===== src/rtl/exc_entry_ctrl.sv =====
module exc_entry_ctrl #(
  parameter int XLEN = 32,
  parameter int NCAUSE = 8,
  parameter int CW = $clog2(NCAUSE),
  parameter int SLOT_LG = 5,
  parameter int BASE_LO = 8,
  parameter logic [NCAUSE-1:0] DBG_MASK = 8'b0000_1010,
  parameter logic [XLEN-1:0] RESET_BASE = '0
) (
  input  logic              clk,
  input  logic              rst_n,
  input  logic [NCAUSE-1:1] exc_pend,
  input  logic [XLEN-1:0]   pc_in,
  input  logic              eret_stb,
  input  logic              bret_stb,
  input  logic              ie_we,
  input  logic [2:0]        ie_wd,
  input  logic              dc_we,
  input  logic              dc_wd,
  input  logic [3:0]        reg_we,
  input  logic [XLEN-1:0]   reg_wd,
  output logic              redirect,
  output logic [XLEN-1:0]   redirect_pc,
  output logic [CW-1:0]     cause_out,
  output logic              ie_o,
  output logic              eie_o,
  output logic              bie_o,
  output logic              re_o,
  output logic [XLEN-1:0]   ea_o,
  output logic [XLEN-1:0]   ba_o,
  output logic [XLEN-1:0]   eba_o,
  output logic [XLEN-1:0]   deba_o
);
  localparam logic [XLEN-1:0] HI_MASK = ~((XLEN'(1) << BASE_LO) - XLEN'(1));

  logic [CW-1:0]   sel;
  logic            hit;
  logic            is_dbg;
  logic [XLEN-1:0] base;
  logic [XLEN-1:0] vec;

  always_comb begin
    sel = '0;
    hit = 1'b0;
    for (int i = NCAUSE - 1; i >= 1; i--) begin
      if (exc_pend[i]) begin
        sel = CW'(i);
        hit = 1'b1;
      end
    end
  end

  assign is_dbg = DBG_MASK[sel];
  assign base   = (is_dbg || re_o) ? deba_o : eba_o;
  assign vec    = base | (XLEN'(sel) << SLOT_LG);

  always_ff @(posedge clk) begin
    if (!rst_n) begin
      ie_o  <= 1'b0;
      eie_o <= 1'b0;
      bie_o <= 1'b0;
    end else if (hit) begin
      ie_o <= 1'b0;
      if (is_dbg) bie_o <= ie_o;
      else        eie_o <= ie_o;
    end else if (eret_stb) begin
      ie_o <= eie_o;
    end else if (bret_stb) begin
      ie_o <= bie_o;
    end else if (ie_we) begin
      {bie_o, eie_o, ie_o} <= ie_wd;
    end
  end

  always_ff @(posedge clk) begin
    if (!rst_n) begin
      re_o   <= 1'b0;
      ea_o   <= '0;
      ba_o   <= '0;
      eba_o  <= RESET_BASE & HI_MASK;
      deba_o <= RESET_BASE & HI_MASK;
    end else begin
      if (dc_we) re_o <= dc_wd;
      if (hit && !is_dbg) ea_o <= pc_in;
      else if (reg_we[0]) ea_o <= reg_wd;
      if (hit && is_dbg)  ba_o <= pc_in;
      else if (reg_we[1]) ba_o <= reg_wd;
      if (reg_we[2]) eba_o  <= reg_wd & HI_MASK;
      if (reg_we[3]) deba_o <= reg_wd & HI_MASK;
    end
  end

  always_ff @(posedge clk) begin
    if (!rst_n) begin
      redirect    <= 1'b0;
      redirect_pc <= '0;
      cause_out   <= '0;
    end else begin
      redirect <= hit;
      if (hit) begin
        redirect_pc <= vec;
        cause_out   <= sel;
      end
    end
  end
endmodule



===== config.mk =====
export PLATFORM = sky130hd
export DESIGN_NAME = exc_entry_ctrl
export DESIGN_NICKNAME = d
export VERILOG_FILES = /design/src/rtl/exc_entry_ctrl.sv
export SDC_FILE = /design/constraint.sdc
export NUM_CORES = 1
export LEC_CHECK = 0
export BUFFER_PORTS_ARGS = -buffer_cell sky130_fd_sc_hd__buf_2
export CORE_AREA = 3 3 118 120
export CTS_CLUSTER_SIZE = 8
export DETAILED_ROUTE_END_ITERATION = 8
export DIE_AREA = 0 0 121 123
export PLACE_DENSITY = 0.79
export SLEW_MARGIN = 25
export SYNTH_ARGS = -nofsm -noshare
export SYNTH_HDL_FRONTEND = slang
export SYNTH_SLANG_ARGS = --single-unit
export TNS_END_PERCENT = 1

===== constraint.sdc =====
create_clock -name clk -period 2.3 [get_ports clk]
set_input_delay 0.46 -clock clk [delete_from_list [all_inputs] [get_ports clk]]
set_output_delay 0.46 -clock clk [all_outputs]
set_load 0.01 [all_outputs]

# Word level (Yosys, flattened, before mapping)
# Memories as Yosys holds them, arrays and structs flattened.
# Cells that the tools add are included.
# op_classes
mux	33
eq_ne	4
order_cmp	1
bitwise	2
n_reduce_logical	11
# op_table
op	n
32-bit 2-to-1 mux	5
32-bit by 8-bit bitwise OR with 32-bit output	1
1-bit 2-to-1 mux	21
3-bit 2-to-1 mux	7
4-bit AND reduction	2
2-bit by 1-bit inequality test with 1-bit output, second input constant	3
2-bit nonzero test	3
3-bit by 4-bit < comparator with 1-bit output, second input constant	1
3-bit nonzero test	1
1-bit logical AND	2
2-bit inequality test, second input constant	1
2-bit OR reduction	1
1-bit logical NOT	1
1-bit logical OR	1
1-bit inverter	1
# totals
regBits	152
n_memories	1
mem_bits_ro	8
output_inout_bits	168
in_bits	85
word_cells	63
# memory_table
name	depth	width	read_ports	rd_ports_with_merged_regs	write_ports	line_no	source
(name not given)	8	1	1	0	0	53	assign is_dbg = DBG_MASK[sel];

# Logic depth before layout (Yosys ltp)
# Gate-level depths: netlist (run 1).
# depth
depth_word	12
mapped_depth	7
depth_no_buf	4

# Worst setup path before layout (run 1)
# Ideal clock, no wire load.
# synth_path
path_kind	input -> register
start	input exc_pend[4] in the netlist's numbering
end	register eie_o
path_stages	5
path_slack_ps	229
arrival_ps	1952
path_buffers	1
path_cell_list	or4_4 -> buf_6 -> or4_4 -> o31a_1 -> o221a_2
# synth_via
elab_chain_cells	8
elab_cells_between_ends	16
# synth_rtl
item	line_no	source
start: declaration	12	input logic [NCAUSE-1:1] exc_pend,
3-bit 2-to-1 mux (4 in series)	46	if (exc_pend[i]) begin
memory 8 x 1 bit	--	
1-bit 2-to-1 mux (implied by the code)	53	
2-bit inequality test (no line)	--	
4-bit AND reduction (no line)	--	
end signal: assignment	65	else eie_o <= ie_o;
end signal: assignment	71	{bie_o, eie_o, ie_o} <= ie_wd;
end: declaration	26	output logic eie_o,
# Several ways; a longest one is shown, not always the timed one. The select of a mux whose other input is x is not followed.
# A chain may end at the register's enable or synchronous reset.

# Worst setup path after layout (run 1)
# layout_path
start	input exc_pend[4] in the netlist's numbering
end	register redirect_pc[12]
# layout_via
elab_chain_cells	9
elab_cells_between_ends	13
# layout_rtl
item	line_no	source
3-bit 2-to-1 mux (4 in series)	46	
memory 8 x 1 bit	--	
1-bit 2-to-1 mux (implied by the code)	53	
1-bit logical OR	54	assign base = (is_dbg || re_o) ? deba_o : eba_o;
32-bit 2-to-1 mux	54	
32-bit by 8-bit bitwise OR with 32-bit output	55	assign vec = base | (XLEN'(sel) << SLOT_LG);
end signal: assignment	101	redirect_pc <= vec;
end: declaration	23	output logic [XLEN-1:0] redirect_pc,
# Several ways; a longest one is shown, not always the timed one. The select of a mux whose other input is x is not followed.

==> results of run 1 <==
-- kinds of logic (layout without fill, tap and decap cells) --
| kind of cell | Yosys count | in the layout | share of synthesized area, % |
|---|---|---|---|
| AOI/OAI and AO/OA | 133 | 133 | 13.8 |
| DFF | 144 | 144 | 46.6 |
| other | 1 | 22 | 0.0606 |
| buffers and inverters | 77 | 278 | 6.55 |
| and+or+nand+nor | 124 | 124 | 10.3 |
| muxes | 140 | 140 | 22.6 |
-- path summary, 6_finish.rpt --
kind / from / to / slack (ns)
setup reg to reg: re_o$_SDFFE_PN0P_ / redirect_pc[24]$_SDFFE_PN0P_ / 0.99
hold / removal: pc_in[25] / ba_o[25]$_SDFFE_PN0P_ / 0.30
setup / recovery: exc_pend[4] / redirect_pc[12]$_SDFFE_PN0P_ / 0.59
hold reg to reg: redirect_pc[31]$_SDFFE_PN0P_ / redirect_pc[31]$_SDFFE_PN0P_ / 0.45
-- registers in the layout, summed over array words and instances, names as in the netlist --
name / count
redirect_pc: 25
ba_o: 32
bie_o: 1
re_o: 1
ea_o: 32
eba_o: 24
ie_o: 1
cause_out: 2
deba_o: 24
eie_o: 1
redirect: 1
-- power breakdown --
group | total [uW] | switching, uW | internal (uW)
sequential | 2770 | 99.3 | 2670
combinational | 925 | 509 | 416
clock | 2720 | 1030 | 1700
total | 6420 | 1630 | 4780
-- stage by stage --
stage	hold WS, ns	cell area (sq um)	std cells	setup slack [ns]	utilization, %
final	0.296	8060	1017	0.593	61.6
after CTS	0.279	8050	1016	0.595	61.6
after floorplan	0.482	6260	639	0.229	-
after global placement	0.430	7460	985	0.195	57.0
after global routing	0.287	8060	1017	0.533	61.6
after detailed placement	0.439	7460	985	0.153	57.0
-- placed cells by master (no fill, tap or decap), types with 6 or more instances in the layout --
cell type / instances
o21ai_0: 57
dfxtp_1: 144
clkbuf_16: 17
buf_12: 6
conb_1: 21
nand2_1: 58
buf_2: 231
nor2b_1: 50
o211a_1: 32
a21oi_1: 35
mux2i_1: 140
buf_4: 7
-- final cells by class --
cell class | instances | area share (%)
sequential | 144 | 35.8
clock buffer | 21 | 5.96
antenna | 1 | 0.0311
inverter | 3 | 0.140
multi-input combinational | 418 | 37.5
tap | 176 | 2.73
timing repair buffer | 244 | 16.5
clock inverter | 10 | 1.37
-- layer usage --
metal | track usage, % | vias up | routed length, um
li1 | - | 2542 | -
met1 | 25.4 | 2316 | 6820
met2 | 35.6 | 172 | 7770
met3 | 5.58 | 23 | 1020
met4 | 8.50 | 0 | 295
met5 | 0 | - | 0
==> impl_metrics.env, run 1 <==
export IMPL_area_growth_pct=30.2
export IMPL_cts_made_buffers=17
export IMPL_first_pass_iters=4
export IMPL_finalMaxSlewViolations=0
export IMPL_yosysMostFrequentCell="dfxtp_1"
export IMPL_drive_above_1_share_pct=33.8
export IMPL_hold_viol_final=0
export IMPL_yosys_area_top_type="dfxtp_1"
export IMPL_fin_worst_skew_ns=0.00866
export IMPL_core_area_sq_um=13100
export IMPL_wl_um=15900
export IMPL_grt_total_usage_pct=21.0
export IMPL_yosys_warnings=0
export IMPL_grt_pass1_vias=4707
export IMPL_clkSinkCount=144
export IMPL_ys_ff_latch=144
export IMPL_rows=42
export IMPL_critical_path_class="primary input to flip-flop"
export IMPL_vias_per_cell=4.97
export IMPL_synth_top_cells_by_count="144 x dfxtp_1, 140 x mux2i_1, 58 x nand2_1, 57 x o21ai_0, 50 x nor2b_1"
export IMPL_setup_viol=0
export IMPL_rsz0062_at_grt="false"
export IMPL_synth_edf_count=0
export IMPL_outcome="complete, no violations"
export IMPL_worst_ir_drop_vdd_v=0.000384
export IMPL_synth_cell_types=30
export IMPL_die_h_um=123
export IMPL_drv_cap=0
export IMPL_htreeDepth=4
export IMPL_max_stage_delay_ns=0.53
export IMPL_async_flop_share_pct=0
export IMPL_cts_hold_fix_buffers=0
export IMPL_cp_end_kind="flip-flop"
export IMPL_die_area_sq_um=14900
export IMPL_wl_per_cell_um=15.6
export IMPL_clockRootBuffer="clkbuf_16"
export IMPL_drt_iter0_drc=236
export IMPL_synth_avg_cell_area_sq_um=10.0
export IMPL_synth_top_area_share_pct=46.6
export IMPL_cp_start_kind="primary input"
export IMPL_hold_path_class="primary input to flip-flop"
export IMPL_tns_ns=0
export IMPL_fmax_mhz=586
export IMPL_fin_crit_ns=1.71
export IMPL_power_density_nw_per_um2=797
export IMPL_cts_setup_buffers=0
export IMPL_cp_num_cells=5
export IMPL_clkLatencyLatePin_ns=0.42
export IMPL_place_gp_congestion=0.840
export IMPL_fin_nets=913
export IMPL_fillers=1091
export IMPL_grt_pass1_wl_um=24600
export IMPL_start_util_pct=47.3
export IMPL_cts_resized=0
export IMPL_multi_input_area_sq_um=3020
export IMPL_p_leak_uw=0.00417
export IMPL_antenna_found_initial=1
export IMPL_dp_hpwl_um=11200
export IMPL_synth_area_top_cells="dfxtp_1 47%, mux2i_1 23%, o211a_1 5.2%"
export IMPL_io_buffers=231
export IMPL_crit_top_cell="or4_4"
export IMPL_ys_seq_area_share_pct=46.6
export IMPL_synthFlopType="dfxtp_1"
export IMPL_rr_worst_depth=4
export IMPL_total_power_uw=6420
export IMPL_syn_area_sq_um=6190
export IMPL_path_delay_family="simple AND/OR/NAND/NOR gates"
export IMPL_ios=253
export IMPL_route_detailed_drc=0
export IMPL_path_clk_slew_ns=0.06
export IMPL_post_route_period_util_pct=74.2
export IMPL_chipWidth_um=121
export IMPL_vias=5053
export IMPL_arrival_ns=1.99
export IMPL_cts_tree="yes"
export IMPL_grt_overflow=0
export IMPL_worst_path_buf_inv=1
export IMPL_hold_depth=2
export IMPL_crit_chain="buf_2, or4_4, or4_4, nand2_4, o21ai_0"
export IMPL_critPathSlowestCell="or4_4"
export IMPL_register_area_sq_um=2880
export IMPL_required_ns=2.58
export IMPL_synth_cells=619
export IMPL_detail_route_antenna_nets=0
export IMPL_clk_path_buf_depth=2
export IMPL_grt_max_degree=117
export IMPL_critical_path_peak_fanout=26
Power figures use the tool's default switching activity.
==> inputs of run 2 (changes only) <==
- CORE_AREA: 3 3 118 120 -> 3 3 123 125
- DIE_AREA: 0 0 121 123 -> 0 0 126 128
- PLACE_DENSITY: 0.79 -> 0.76
- clock period: 2.3 -> 1.5 ns (I/O delays scaled with it)
==> impl_metrics.env, run 2 (synthesis gave the netlist of run 1 again) <==
export IMPL_grt_overflow=0
export IMPL_p_leak_uw=0.00424
export IMPL_grt_max_degree=69
export IMPL_top_regs="ba_o: 32 flops, ea_o: 32 flops, redirect_pc: 25 flops"
export IMPL_fin_nets=927
export IMPL_clkLatencyLatePin_ns=0.41
export IMPL_required_ns=1.81
export IMPL_setup_viol=1
export IMPL_drv_cap=0
export IMPL_cts_tree="yes"
export IMPL_cts_made_buffers=17
export IMPL_wl_per_cell_um=16.3
export IMPL_finalMaxSlewViolations=0
export IMPL_outcome="finished with violations"
export IMPL_fin_crit_ns=1.51
export IMPL_detail_route_antenna_nets=0
export IMPL_final_cell_mix="230 x buf_2, 144 x dfxtp_1, 140 x mux2i_1, 58 x nand2_1, 57 x o21ai_0"
export IMPL_path_clk_slew_ns=0.06
export IMPL_dp_hpwl_um=12000
export IMPL_post_route_period_util_pct=101
export IMPL_rows=43
export IMPL_rsz0062_at_grt="true"
export IMPL_violations="negative setup slack"
export IMPL_ios=253
export IMPL_die_h_um=128
export IMPL_place_worst_setup_slack_ns=-0.466
export IMPL_area_growth_pct=32.3
export IMPL_vias_per_cell=4.99
export IMPL_cts_setup_buffers=0
export IMPL_first_pass_iters=4
export IMPL_critical_path_peak_fanout=3
export IMPL_total_power_uw=9610
export IMPL_wl_um=16800
export IMPL_grt_pass1_vias=4735
export IMPL_fin_util_pct=58.6
export IMPL_num_antenna_cells=0
export IMPL_drt_iter0_drc=235
export IMPL_worst_slack_ns=-0.00967
export IMPL_cp_start_kind="primary input"
export IMPL_start_util_pct=44.2
export IMPL_hold_path_class="primary input to flip-flop"
export IMPL_chipWidth_um=126
export IMPL_place_gp_congestion=0.842
export IMPL_core_area_sq_um=14000
export IMPL_grt_pass1_wl_um=26200
export IMPL_grt_total_usage_pct=20.5
export IMPL_cp_end_kind="flip-flop"
export IMPL_power_density_nw_per_um2=1170
export IMPL_place_area_sq_um=7640
export IMPL_fmax_mhz=662
export IMPL_route_detailed_drc=0
export IMPL_htreeDepth=4
export IMPL_arrival_ns=1.82
export IMPL_drive_above_1_share_pct=34.7
export IMPL_hold_viol_final=0
export IMPL_clkSinkCount=144
export IMPL_worst_ir_drop_vdd_v=0.000816
export IMPL_io_buffers=231
export IMPL_fin_worst_skew_ns=0.00912
export IMPL_clk_path_buf_depth=2
export IMPL_vias=5158
export IMPL_critical_path_class="primary input to flip-flop"
export IMPL_whs_ns=0.131
export IMPL_fin_area_sq_um=8190
export IMPL_antenna_found_initial=1
export IMPL_clockRootBuffer="clkbuf_16"
export IMPL_cts_hold_fix_buffers=0
export IMPL_die_area_sq_um=16100
export IMPL_final_common_cell="buf_2"
-- run 2: cell count changes in the layout (fill, tap and decap cells not counted), sizes merged --
cell,delta
buf,+14
bufinv,-1
clkbuf,-1
clkinv,+4
clkinvlp,-2
diode,-1
-- run 2: report_power, final --
group | switching [uW] | leakage (uW) | internal, uW
Combinational | 807 | 0.00278 | 687
Sequential | 153 | 0.00119 | 4100
Clock | 1570 | 0.000265 | 2300
-- run 2: final cells by class --
| class | instances | area, sq um |
|---|---|---|
| flip-flops and latches | 144 | 2880 |
| well taps | 180 | 225 |
| inverters | 3 | 11.3 |
| fillers | 1249 | 5800 |
| multi-input cells | 418 | 3030 |
| clock inverters | 11 | 92.6 |
| repair buffers | 258 | 1500 |
| clock buffers | 20 | 447 |
-- run 2: what timing repair did --
action	in CTS	in global routing
pin swaps	0	0
setup endpoints to repair	24	2
gates resized for setup	1	1
-- run 2: layer usage --
| metal | GRT usage, % | routed length [um] | vias up |
|---|---|---|---|
| met5 | 0 | 13 | - |
| met4 | 5.68 | 129 | 2 |
| met3 | 7.25 | 1350 | 12 |
| met2 | 34.5 | 8220 | 190 |
| met1 | 25.0 | 7130 | 2381 |
| li1 | - | - | 2573 |
-- run 2: worst max-delay path, stage by stage --
cell and delay (ns):
buf_6 0.09, or4_4 0.53, or4_4 0.48, o31a_1 0.30, o221a_2 0.11
-- run 2: final timing paths --
check / from / end / slack [ns] / cells after the start
setup / recovery: exc_pend[4] / eie_o$_SDFFE_PN0P_ / -0.01 / 5
hold / removal: pc_in[27] / ba_o[27]$_SDFFE_PN0P_ / 0.13 / 2
setup reg to reg: re_o$_SDFFE_PN0P_ / redirect_pc[21]$_SDFFE_PN0P_ / 0.19 / 4
hold reg to reg: redirect_pc[19]$_SDFFE_PN0P_ / redirect_pc[19]$_SDFFE_PN0P_ / 0.44 / 2
-- run 2: stage by stage --
| step | TNS [ns] | std cells |
|---|---|---|
| 6_report | -0.00967 | 1034 |
| 5_1_grt | -0.0224 | 1034 |
| 4_1_cts | -0.0115 | 1034 |
| 3_5_place_dp | -22.77 | 1003 |
| 3_3_place_gp | -21.88 | 1003 |
| 2_1_floorplan | -15.68 | 639 |
